==> config.mk <==
export PLATFORM = sky130hd
export DESIGN_NAME = bmdma_regfile
export DESIGN_NICKNAME = d
export VERILOG_FILES = /design/src/rtl/bmdma_pkg.sv /design/src/rtl/bmdma_access_fsm.sv /design/src/rtl/bmdma_status_reg.sv /design/src/rtl/bmdma_cfg_port.sv /design/src/rtl/bmdma_regfile.sv
export SDC_FILE = /design/constraint.sdc
export NUM_CORES = 1
export LEC_CHECK = 0
export ABC_AREA = 0
export ABC_CLOCK_PERIOD_IN_PS = 1890
export BUFFER_PORTS_ARGS = -buffer_cell sky130_fd_sc_hd__buf_2
export CORE_ASPECT_RATIO = 0.5
export CORE_UTILIZATION = 45
export DETAILED_ROUTE_END_ITERATION = 8
export PLACE_DENSITY = 0.79
export SYNTH_ARGS = -nofsm -noshare
export SYNTH_HDL_FRONTEND = slang
export SYNTH_SLANG_ARGS = --single-unit
==> constraint.sdc <==
create_clock -name clk -period 1.89 [get_ports clk]
set_input_delay 0.189 -clock clk [delete_from_list [all_inputs] [get_ports clk]]
set_output_delay 0.189 -clock clk [all_outputs]
set_load 0.02 [all_outputs]
==> src/rtl/bmdma_pkg.sv <==
package bmdma_pkg;
    localparam int OFF_W = 3;
    localparam logic [OFF_W-1:0] OFF_CMD  = 3'd0;
    localparam logic [OFF_W-1:0] OFF_MODE = 3'd1;
    localparam logic [OFF_W-1:0] OFF_STAT = 3'd2;
    localparam logic [OFF_W-1:0] OFF_TIM  = 3'd3;
    localparam logic [OFF_W-1:0] OFF_ADDR = 3'd4;

    localparam logic [7:0] MODE_WR_MASK = 8'h30;
    localparam logic [7:0] STAT_RW_MASK = 8'h60;
    localparam logic [7:0] STAT_W1C_MASK = 8'h06;

    typedef enum logic [0:0] {
        ST_IDLE  = 1'b0,
        ST_REPLY = 1'b1
    } acc_state_e;

    typedef struct packed {
        logic             wr;
        logic             dword;
        logic [OFF_W-1:0] off;
        logic [31:0]      data;
    } acc_req_t;
endpackage

==> src/rtl/bmdma_access_fsm.sv <==
module bmdma_access_fsm
    import bmdma_pkg::*;
(
    input  logic clk,
    input  logic rst_n,
    input  logic req_valid,
    input  logic req_wr,
    output logic ready,
    output logic accept,
    output logic rd_valid
);
    acc_state_e state_q, state_d;
    logic       was_read_q;

    always_comb begin
        state_d = state_q;
        unique case (state_q)
            ST_IDLE:  if (req_valid) state_d = ST_REPLY;
            ST_REPLY: state_d = ST_IDLE;
            default:  state_d = ST_IDLE;
        endcase
    end

    always_ff @(posedge clk) begin
        if (!rst_n) begin
            state_q    <= ST_IDLE;
            was_read_q <= 1'b0;
        end else begin
            state_q <= state_d;
            if (accept) was_read_q <= !req_wr;
        end
    end

    always_comb begin
        ready    = 1'b0;
        accept   = 1'b0;
        rd_valid = 1'b0;
        unique case (state_q)
            ST_IDLE: begin
                ready  = 1'b1;
                accept = req_valid;
            end
            ST_REPLY: rd_valid = was_read_q;
            default: ;
        endcase
    end
endmodule

==> src/rtl/bmdma_status_reg.sv <==
module bmdma_status_reg
    import bmdma_pkg::*;
#(
    parameter int W = 8
) (
    input  logic         clk,
    input  logic         rst_n,
    input  logic         wr_en,
    input  logic [W-1:0] wdata,
    input  logic         busy,
    input  logic         err_set,
    input  logic         irq_set,
    output logic [W-1:0] status
);
    logic [W-1:0] nxt;

    always_comb begin
        nxt    = status & (STAT_RW_MASK | STAT_W1C_MASK);
        if (wr_en) begin
            nxt = (wdata & STAT_RW_MASK)
                | (status & STAT_W1C_MASK & ~wdata);
        end
        nxt[0] = busy;
        if (err_set) nxt[1] = 1'b1;
        if (irq_set) nxt[2] = 1'b1;
    end

    always_ff @(posedge clk) begin
        if (!rst_n) status <= '0;
        else        status <= nxt;
    end
endmodule

==> src/rtl/bmdma_cfg_port.sv <==
module bmdma_cfg_port
    import bmdma_pkg::*;
#(
    parameter int CHANNEL = 0,
    parameter int NCHAN   = 2
) (
    input  logic             clk,
    input  logic             rst_n,
    input  logic             ext_type,
    input  logic             wr_mode,
    input  logic             wr_tim,
    input  logic [7:0]       wdata,
    input  logic [7:0]       mode_rd,
    input  logic [NCHAN-1:0][7:0] tim_rd,
    output logic [7:0]       mode_view,
    output logic [7:0]       tim_view,
    output logic             mode_we,
    output logic [7:0]       mode_wdata,
    output logic [NCHAN-1:0] tim_we,
    output logic [7:0]       tim_wdata
);
    logic tim_we_q;

    assign mode_view = ext_type ? mode_rd : 8'hFF;
    assign tim_view  = ext_type ? tim_rd[CHANNEL] : 8'hFF;

    always_ff @(posedge clk) begin
        if (!rst_n) begin
            mode_we    <= 1'b0;
            mode_wdata <= '0;
            tim_we_q   <= 1'b0;
            tim_wdata  <= '0;
        end else begin
            mode_we  <= wr_mode && ext_type;
            tim_we_q <= wr_tim && ext_type;
            if (wr_mode && ext_type)
                mode_wdata <= (mode_rd & ~MODE_WR_MASK) | (wdata & MODE_WR_MASK);
            if (wr_tim && ext_type)
                tim_wdata <= wdata;
        end
    end

    for (genvar c = 0; c < NCHAN; c++) begin : g_tim_we
        if (c == CHANNEL) begin : g_own
            assign tim_we[c] = tim_we_q;
        end else begin : g_other
            assign tim_we[c] = 1'b0;
        end
    end
endmodule

==> src/rtl/bmdma_regfile.sv <==
module bmdma_regfile
    import bmdma_pkg::*;
#(
    parameter int CHANNEL = 0,
    parameter int ADDR_W  = 32
) (
    input  logic        clk,
    input  logic        rst_n,
    input  logic        ext_type,
    input  logic        acc_valid,
    input  logic        acc_write,
    input  logic        acc_dword,
    input  logic [2:0]  acc_off,
    input  logic [31:0] acc_wdata,
    output logic        acc_ready,
    output logic        rd_valid,
    output logic [31:0] rd_data,
    input  logic        eng_busy,
    input  logic        eng_err,
    input  logic        drv_irq_evt,
    input  logic        drv_irq_dis,
    output logic        cmd_start,
    output logic        cmd_read,
    output logic        irq_pending,
    input  logic [7:0]  mode_rd,
    output logic        mode_we,
    output logic [7:0]  mode_wdata,
    input  logic [7:0]  tim0_rd,
    input  logic [7:0]  tim1_rd,
    output logic        tim0_we,
    output logic        tim1_we,
    output logic [7:0]  tim_wdata
);
    localparam int NBYTE = ADDR_W / 8;
    localparam int NCHAN = 2;

    acc_req_t   req;
    logic       accept;
    logic [7:0] cmd_q;
    logic [7:0] status;
    logic [ADDR_W-1:0] addr_q;
    logic [7:0] mode_view, tim_view;
    logic [NCHAN-1:0][7:0] tim_rd_all;
    logic [NCHAN-1:0]      tim_we_all;
    logic       bw, bw_cmd, bw_stat, bw_mode, bw_tim, dw_addr;
    logic [7:0] byte_rd;
    logic [31:0] rd_nxt;
    logic [NBYTE-1:0][7:0] addr_bytes;

    assign req.wr    = acc_write;
    assign req.dword = acc_dword;
    assign req.off   = acc_off;
    assign req.data  = acc_wdata;

    bmdma_access_fsm u_fsm (
        .clk      (clk),
        .rst_n    (rst_n),
        .req_valid(acc_valid),
        .req_wr   (acc_write),
        .ready    (acc_ready),
        .accept   (accept),
        .rd_valid (rd_valid)
    );

    assign bw      = accept && req.wr && !req.dword;
    assign bw_cmd  = bw && (req.off == OFF_CMD);
    assign bw_stat = bw && (req.off == OFF_STAT);
    assign bw_mode = bw && (req.off == OFF_MODE);
    assign bw_tim  = bw && (req.off == OFF_TIM);
    assign dw_addr = accept && req.wr && req.dword && (req.off == OFF_ADDR);

    bmdma_status_reg u_stat (
        .clk    (clk),
        .rst_n  (rst_n),
        .wr_en  (bw_stat),
        .wdata  (req.data[7:0]),
        .busy   (eng_busy),
        .err_set(eng_err),
        .irq_set(drv_irq_evt && !drv_irq_dis),
        .status (status)
    );

    assign tim_rd_all[0] = tim0_rd;
    assign tim_rd_all[1] = tim1_rd;

    bmdma_cfg_port #(.CHANNEL(CHANNEL), .NCHAN(NCHAN)) u_cfg (
        .clk       (clk),
        .rst_n     (rst_n),
        .ext_type  (ext_type),
        .wr_mode   (bw_mode),
        .wr_tim    (bw_tim),
        .wdata     (req.data[7:0]),
        .mode_rd   (mode_rd),
        .tim_rd    (tim_rd_all),
        .mode_view (mode_view),
        .tim_view  (tim_view),
        .mode_we   (mode_we),
        .mode_wdata(mode_wdata),
        .tim_we    (tim_we_all),
        .tim_wdata (tim_wdata)
    );

    assign tim0_we = tim_we_all[0];
    assign tim1_we = tim_we_all[1];

    always_ff @(posedge clk) begin
        if (!rst_n) begin
            cmd_q  <= '0;
            addr_q <= '0;
        end else begin
            if (bw_cmd)  cmd_q  <= req.data[7:0];
            if (dw_addr) addr_q <= req.data[ADDR_W-1:0];
        end
    end

    for (genvar b = 0; b < NBYTE; b++) begin : g_abyte
        assign addr_bytes[b] = addr_q[8*b +: 8];
    end

    always_comb begin
        byte_rd = 8'hFF;
        unique case (req.off)
            3'd0: byte_rd = cmd_q;
            3'd1: byte_rd = mode_view;
            3'd2: byte_rd = status;
            3'd3: byte_rd = tim_view;
            3'd4: byte_rd = addr_bytes[0];
            3'd5: byte_rd = addr_bytes[1];
            3'd6: byte_rd = addr_bytes[2];
            3'd7: byte_rd = addr_bytes[3];
            default: byte_rd = 8'hFF;
        endcase
        if (req.dword)
            rd_nxt = (req.off == OFF_ADDR) ? addr_q : 32'hFFFF_FFFF;
        else
            rd_nxt = {24'h0, byte_rd};
    end

    always_ff @(posedge clk) begin
        if (!rst_n)                 rd_data <= '0;
        else if (accept && !req.wr) rd_data <= rd_nxt;
    end

    assign cmd_start   = cmd_q[0];
    assign cmd_read    = cmd_q[3];
    assign irq_pending = status[2];
endmodule

==> results of run 1 <==
==> final cells by class <==
class                      instances  area [sq um]
timing repair buffer             132           716
sequential                        97          1940
clock buffer                      13           280
tap                              117           146
fill                             820          3710
multi-input combinational        357          2010
clock inverter                     3          46.3
inverter                          10          37.5
==> flip-flops by register name, indices dropped and copies added (netlist names) <==
signal,count
addr_bytes,32
rd_data,32
cmd_q,8
u_cfg.mode_wdata,8
u_cfg.tim_wdata,8
u_stat.status,5
u_cfg.mode_we,1
u_cfg.tim_we_q,1
u_fsm.state_q,1
u_fsm.was_read_q,1
==> routing by layer <==
metal  track usage, %  share of wire (%)
met5                0                  0
met4             7.78                2.0
met3             6.79                7.9
met2             37.2                 44
met1             32.6                 46
==> metrics by stage <==
stage | cell area [sq um] | utilization [%] | hold WS (ps) | power (mW) | setup slack [ps]
5_1_grt | 5170 | 58.2 | 60.6 | 4.66 | 80.5
3_3_place_gp | 4850 | 54.5 | 393 | 2.61 | 225
6_report | 5170 | 58.2 | 51.6 | 4.52 | 189
4_1_cts | 5170 | 58.2 | 49.2 | 4.53 | 204
3_5_place_dp | 4850 | 54.5 | 403 | 2.61 | 167
2_1_floorplan | 4210 | - | 316 | 2.43 | 514
==> synthesized netlist by cell type (2+ instances only) <==
cell | count | area share [%]
dfxtp_1 | 97 | 46
nor2_1 | 40 | 3.6
nor3_1 | 8 | 0.95
o221ai_1 | 7 | 1.5
nor2_4 | 2 | 0.54
buf_2 | 15 | 1.8
buf_4 | 3 | 0.54
a221oi_1 | 6 | 1.2
a31oi_1 | 4 | 0.59
a21oi_1 | 71 | 8.4
or2_1 | 2 | 0.30
mux2i_1 | 31 | 7.4
o21ai_0 | 12 | 1.4
nor2b_1 | 4 | 0.59
nand3_1 | 14 | 1.7
nand2_1 | 101 | 9.0
clkbuf_1 | 17 | 1.5
and2_1 | 4 | 0.59
buf_6 | 5 | 1.3
o211ai_1 | 27 | 4.8
inv_1 | 9 | 0.80
nand2b_1 | 2 | 0.30
o31ai_1 | 6 | 1.1
==> worst max-delay path, delay by kind of cell, from the launching register on <==
| family | cells | cell delay, ps |
|---|---|---|
| flops | 1 | 410 |
| mux | 1 | 250 |
| simple gates | 4 | 920 |
==> report_power, final <==
part	total (mW)	switching [mW]	internal, mW
clock network	1.95	0.774	1.17
logic	0.452	0.286	0.165
registers	2.12	0.0259	2.09
==> worst paths after layout <==
check	cells after the start	to	from	slack, ps
max	5	u_cfg.tim_wdata[3]	u_fsm.state_q	190
min	2	u_stat.status[0]	eng_busy	50
max reg2reg	5	u_cfg.tim_wdata[3]	u_fsm.state_q	190
min reg2reg	2	rd_data[22]	rd_data[22]	450
==> cells by family after synthesis <==
family / count (synthesis) / share of synthesized area, %
buf+inv: 51 / 6.16
compound gates: 139 / 20.3
mux: 31 / 7.38
other cells: 1 / 0.0892
flops: 97 / 46.2
simple gates: 186 / 19.9
==> results.md, run 1 <==
* Post-cts resize count at 0
* Critical Path Fanout Max at 8
* Drt wl/cell at 16.0 um
* Sinks on Clock Net at 97
* Predominant post-synthesis flop cell: dfxtp_1
* Seq/Total Area, Yosys at 46.2%
* Port bufs at 115
* Clk root buf: clkbuf_16
* Fraction of layout cells with a size suffix above 1 at 25.3%
* Fin cells at 729
* Avg Synthesized Cell Area at 8.33 sq um
* Synth Instances at 505
* Initial Util at 47.3%
* Drt via density at 5.48
* Final setup viols at 0
* Max-slew violation count at 0
* Crit-path cells: and3b_1, nand4b_4, or2_1, mux2i_1, nor2_1
* Final ANT Viol Nets at 0
* Post-layout min period at 1700 ps
* Critical Path Slowest Stage Cell: or2_1
* Diodes inserted at 0
* Synth warn at 0
* Post-CTS Setup Inserts at 0
* DP HPWL at 8440 um
* Startpoint Class: register
* Worst-case clock buffer depth at 2
* Most frequent cells in the layout: 115 x buf_2, 101 x nand2_1, 97 x dfxtp_1
* GRT Overall Usage at 24.1%
* Gp weighted congestion at 0.963
* Die area at 9760 sq um
* Slowest stage delay, CP at 470 ps
* Outcome: finished with violations
* Slew HR at 63.0%
* Hold Vio Cnt, Final at 0
* Fraction of synthesis flops using an asynchronous set or reset pin at 0%
* Area Growth Syn to Fin at 23.1%
* Worst-path clk slew at 70 ps
* Worst setup path class: reg -> reg
* Pre-antenna DRT Iters at 7
* DIE HEIGHT at 70.4 um
* Worst-Margin Slew at 554 ps
* HP Class: in -> reg
* First DRT Iteration DRCs at 341
* Routed wire length at 11,600 um
* Setup TNS at 0 ps
* Max-cap violations at 0
* Fmax at 0.588 GHz
* Cts hold-fix bufs at 0
* Die W at 139 um
* H-tree levels at 3
* Final worst path period share at 90.0%
* Clock tree from TritonCTS: built
* Global route overflow at 0
* Number of instances in the placed design at 713
* Largest net degree at the start of global routing at 89
* Antenna violations before repair at 0
* Unrepaired setup endpoints after global routing: false
* Most common cell after layout, fill and taps aside: buf_2
* Post-synth cell types at 41
* Cell Rows at 24
* DR vias at 3,996
* Yosys reg bits at 97
* Vias in the first global route at 3,553
* Worst VDD drop at 0.448 mV
* Crit end category: register
* Core area at 8890 sq um
* Post-Syn Nets at 574
* DRC at 7
* Req. time, crit path at 2100 ps
* I/O Pins at 125
* First-pass GRT wire length at 18,300 um
* Nets at 676
* P_leak at 2.16 nW
* EDFF count, synth at 0
* Worst-Skew Late Latency at 340 ps
* Worst Path Arrival at 1910 ps
* Cell Area, Synth at 4210 sq um
* Fin Clk Skew at 5.26 ps
* Total CTS buffers at 9
* Pwr dens at 873 nW/um^2
* Violated checks: design-rule violations
Power figures use the tool's default switching activity.
==> run 2: changes to the inputs <==
--- a/config.mk
+++ b/config.mk
@@ -9,6 +9,7 @@
 export ABC_CLOCK_PERIOD_IN_PS = 1890
 export BUFFER_PORTS_ARGS = -buffer_cell sky130_fd_sc_hd__buf_2
 export CORE_ASPECT_RATIO = 0.5
+export CORE_MARGIN = 4
 export CORE_UTILIZATION = 45
 export DETAILED_ROUTE_END_ITERATION = 8
 export PLACE_DENSITY = 0.79
==> run 2 against run 1 <==
Net effect: the run now ends clean; wire length is 6.3% higher; clock-buffer cell count is 4 lower; critical path depth stayed put; non-clock buffer count stayed put; flip-flop and latch count stayed put; largest power group unchanged; power is 3.3% lower; critical path type unchanged; sequential share of layout area is 0.16 points higher; core utilization is 0.25 points lower; highest routed layer unchanged; sequential power hardly changed; worst setup slack worse by 3.3 ps.
==> results.md, run 2 (synthesized netlist as in run 1, its figures left out) <==
* Outcome: complete, no violations
* GRT Overall Usage at 22.3% (-1.8 points)
* Startpoint Class: register
* Max-cap violations at 0 (unchanged)
* Clock power frac at 41.1% (-2.0 points)
* Worst Path Arrival at 1930 ps (+20 ps)
* Worst-Skew Late Latency at 350 ps (about the same)
* Total CTS buffers at 9 (unchanged)
* Post-CTS Setup Inserts at 0 (unchanged)
* Power Internal at 3.18 mW (-7.1%)
* Port bufs at 115 (unchanged)
* Critical path destination: u_cfg.tim_wdata[3]
* Crit end category: register
* Fin cells at 729 (unchanged)
* Reg2reg setup slack at 190 ps (about the same)
* Worst setup path class: reg -> reg
* Pwr dens at 847 nW/um^2 (-2.9%)
* Die W at 145 um (+4.3%)
* Most frequent cells in the layout: 115 x buf_2, 101 x nand2_1, 97 x dfxtp_1
* Design area at 5150 sq um (-0.44%)
* Area Growth Syn to Fin at 22.5%
* Crit-path cells: and3b_1, nand4b_4, or2_1, mux2i_1, nor2_1
* Unrepaired setup endpoints after global routing: false
* Gp weighted congestion at 0.920 (-4.5%)
* Pre-antenna DRT Iters at 5 (-2)
* Diodes inserted at 0 (unchanged)
* DRC at 0 (-7)
* Worst-path clk slew at 70 ps (about the same)
* Min-delay src: eng_busy
* Slowest stage delay, CP at 470 ps (about the same)
* Fraction of layout cells with a size suffix above 1 at 25.3% (unchanged)
* Post-cts resize count at 0 (unchanged)
* Sw Ratio at 27.1% (+3.0 points)
* Gate power share at 10.4% (+0.4 points)
* Core area at 8890 sq um (unchanged)
* Final ANT Viol Nets at 0 (unchanged)
* Hold Vio Cnt, Final at 0 (unchanged)
* Drt via density at 5.56 (+1.4%)
* Die area at 11,000 sq um (+13%)
* DIE HEIGHT at 76.4 um (+8.5%)
* RR Endpoint: u_cfg.tim_wdata[3]
* R2r worst-path depth at 5 (unchanged)
* Post-layout min period at 1700 ps (+3.31 ps)
* Largest net degree at the start of global routing at 49 (-45%)
* Stages on worst setup path at 5 (unchanged)
* Setup TNS at 0 ps (unchanged)
* Most common cell after layout, fill and taps aside: buf_2
* Number of instances in the placed design at 713 (unchanged)
* HP Class: in -> reg
* DR vias at 4,050 (+1.4%)
* Drt wl/cell at 17.0 um (+6.3%)
* Final setup viols at 0 (unchanged)
* Clock tree from TritonCTS: built
* R2r startpoint: u_fsm.state_q
* Fin Clk Skew at 7.98 ps (+2.72 ps)
* Sinks on Clock Net at 97 (unchanged)
* I/O Pins at 125 (unchanged)
* Crit path from: u_fsm.state_q
* Initial Util at 47.3% (unchanged)
* First-pass GRT wire length at 19,500 um (+6.6%)
* Cts hold-fix bufs at 0 (unchanged)
* Worst-case clock buffer depth at 2 (unchanged)
* Routed wire length at 12,400 um (+6.3%)
* Top Family by Delay on Critical Path: simple AND/OR/NAND/NOR gates
* Antenna violations before repair at 0 (unchanged)
* CP bufs+invs at 0 (unchanged)
* P_leak at 2.15 nW (-0.31%)
* Final worst path period share at 90.2% (+0.18 points)
* Clk root buf: clkbuf_16
* Cell Rows at 24 (unchanged)
* Global route overflow at 0 (unchanged)
* DP HPWL at 8970 um (+6.3%)
* Vias in the first global route at 3,728 (+4.9%)
* Critical Path Fanout Max at 8 (unchanged)
* Fmax at 0.587 GHz (-0.19%)
* H-tree levels at 3 (unchanged)
* Switching Power at 1.18 mW (+8.7%)
* Sequential Power Share at 48.5% (+1.6 points)
* Placed instance area at 4860 sq um (+0.26%)
* Worst-Margin Slew at 565 ps (+11.2 ps)
* Req. time, crit path at 2110 ps (about the same)
* Critical Path Slowest Stage Cell: or2_1
* Slew HR at 62.3% (-0.75 points)
* First DRT Iteration DRCs at 380 (+11%)
* Nets at 676 (unchanged)
* Worst VDD drop at 0.442 mV (-1.3%)
* Max-slew violation count at 0 (unchanged)
==> run 2: worst min path at each step <==
stage	end	slack [ps]	cells after the start
final	u_stat.status[0]	40	2
after floorplan	u_stat.status[0]	320	1
after global routing	u_stat.status[0]	60	2
after detailed placement	u_stat.status[0]	410	2
after global placement	u_stat.status[0]	400	2
after CTS	u_stat.status[0]	30	2
==> run 2: through the flow <==
step | power [mW] | util, % | hold WS, ps | setup slack [ps]
6_report | 4.37 | 58.0 | 38.6 | 185
5_1_grt | 4.53 | 58.0 | 56.5 | 86.8
4_1_cts | 4.40 | 58.0 | 33.3 | 176
3_5_place_dp | 2.61 | 54.7 | 406 | 201
3_3_place_gp | 2.61 | 54.7 | 396 | 219
2_1_floorplan | 2.43 | - | 316 | 514
==> run 2: power by group through the flow <==
stage          registers, mW  clock network (mW)  logic [mW]
2_1_floorplan           2.20                   0       0.230
3_3_place_gp            2.16                   0       0.447
3_5_place_dp            2.16                   0       0.449
4_1_cts                 2.12                1.83       0.450
5_1_grt                 2.12                1.91       0.494
6_report                2.12                1.79       0.454
==> run 2: worst register-to-register path, stage by stage, from the launching register on <==
cell and delay (ps):
dfxtp_1 400, and3b_1 260, nand4b_4 130, or2_1 470
mux2i_1 250, nor2_1 60
==> run 2: layout make-up <==
type / instances / area, sq um
repair buffers: 132 / 728
clock buffers: 9 / 225
flip-flops and latches: 97 / 1940
fillers: 839 / 3740
multi-input cells: 357 / 2010
inverters: 10 / 37.5
clock inverters: 7 / 66.3
well taps: 117 / 146
==> run 2: per-layer routing <==
layer | GRT usage, % | up-vias | routed length [um]
met2 | 34.5 | 158 | 5650
li1 | - | 1961 | -
met3 | 6.02 | 15 | 1120
met4 | 5.77 | 0 | 166
met5 | 0 | - | 0
met1 | 30.8 | 1916 | 5440
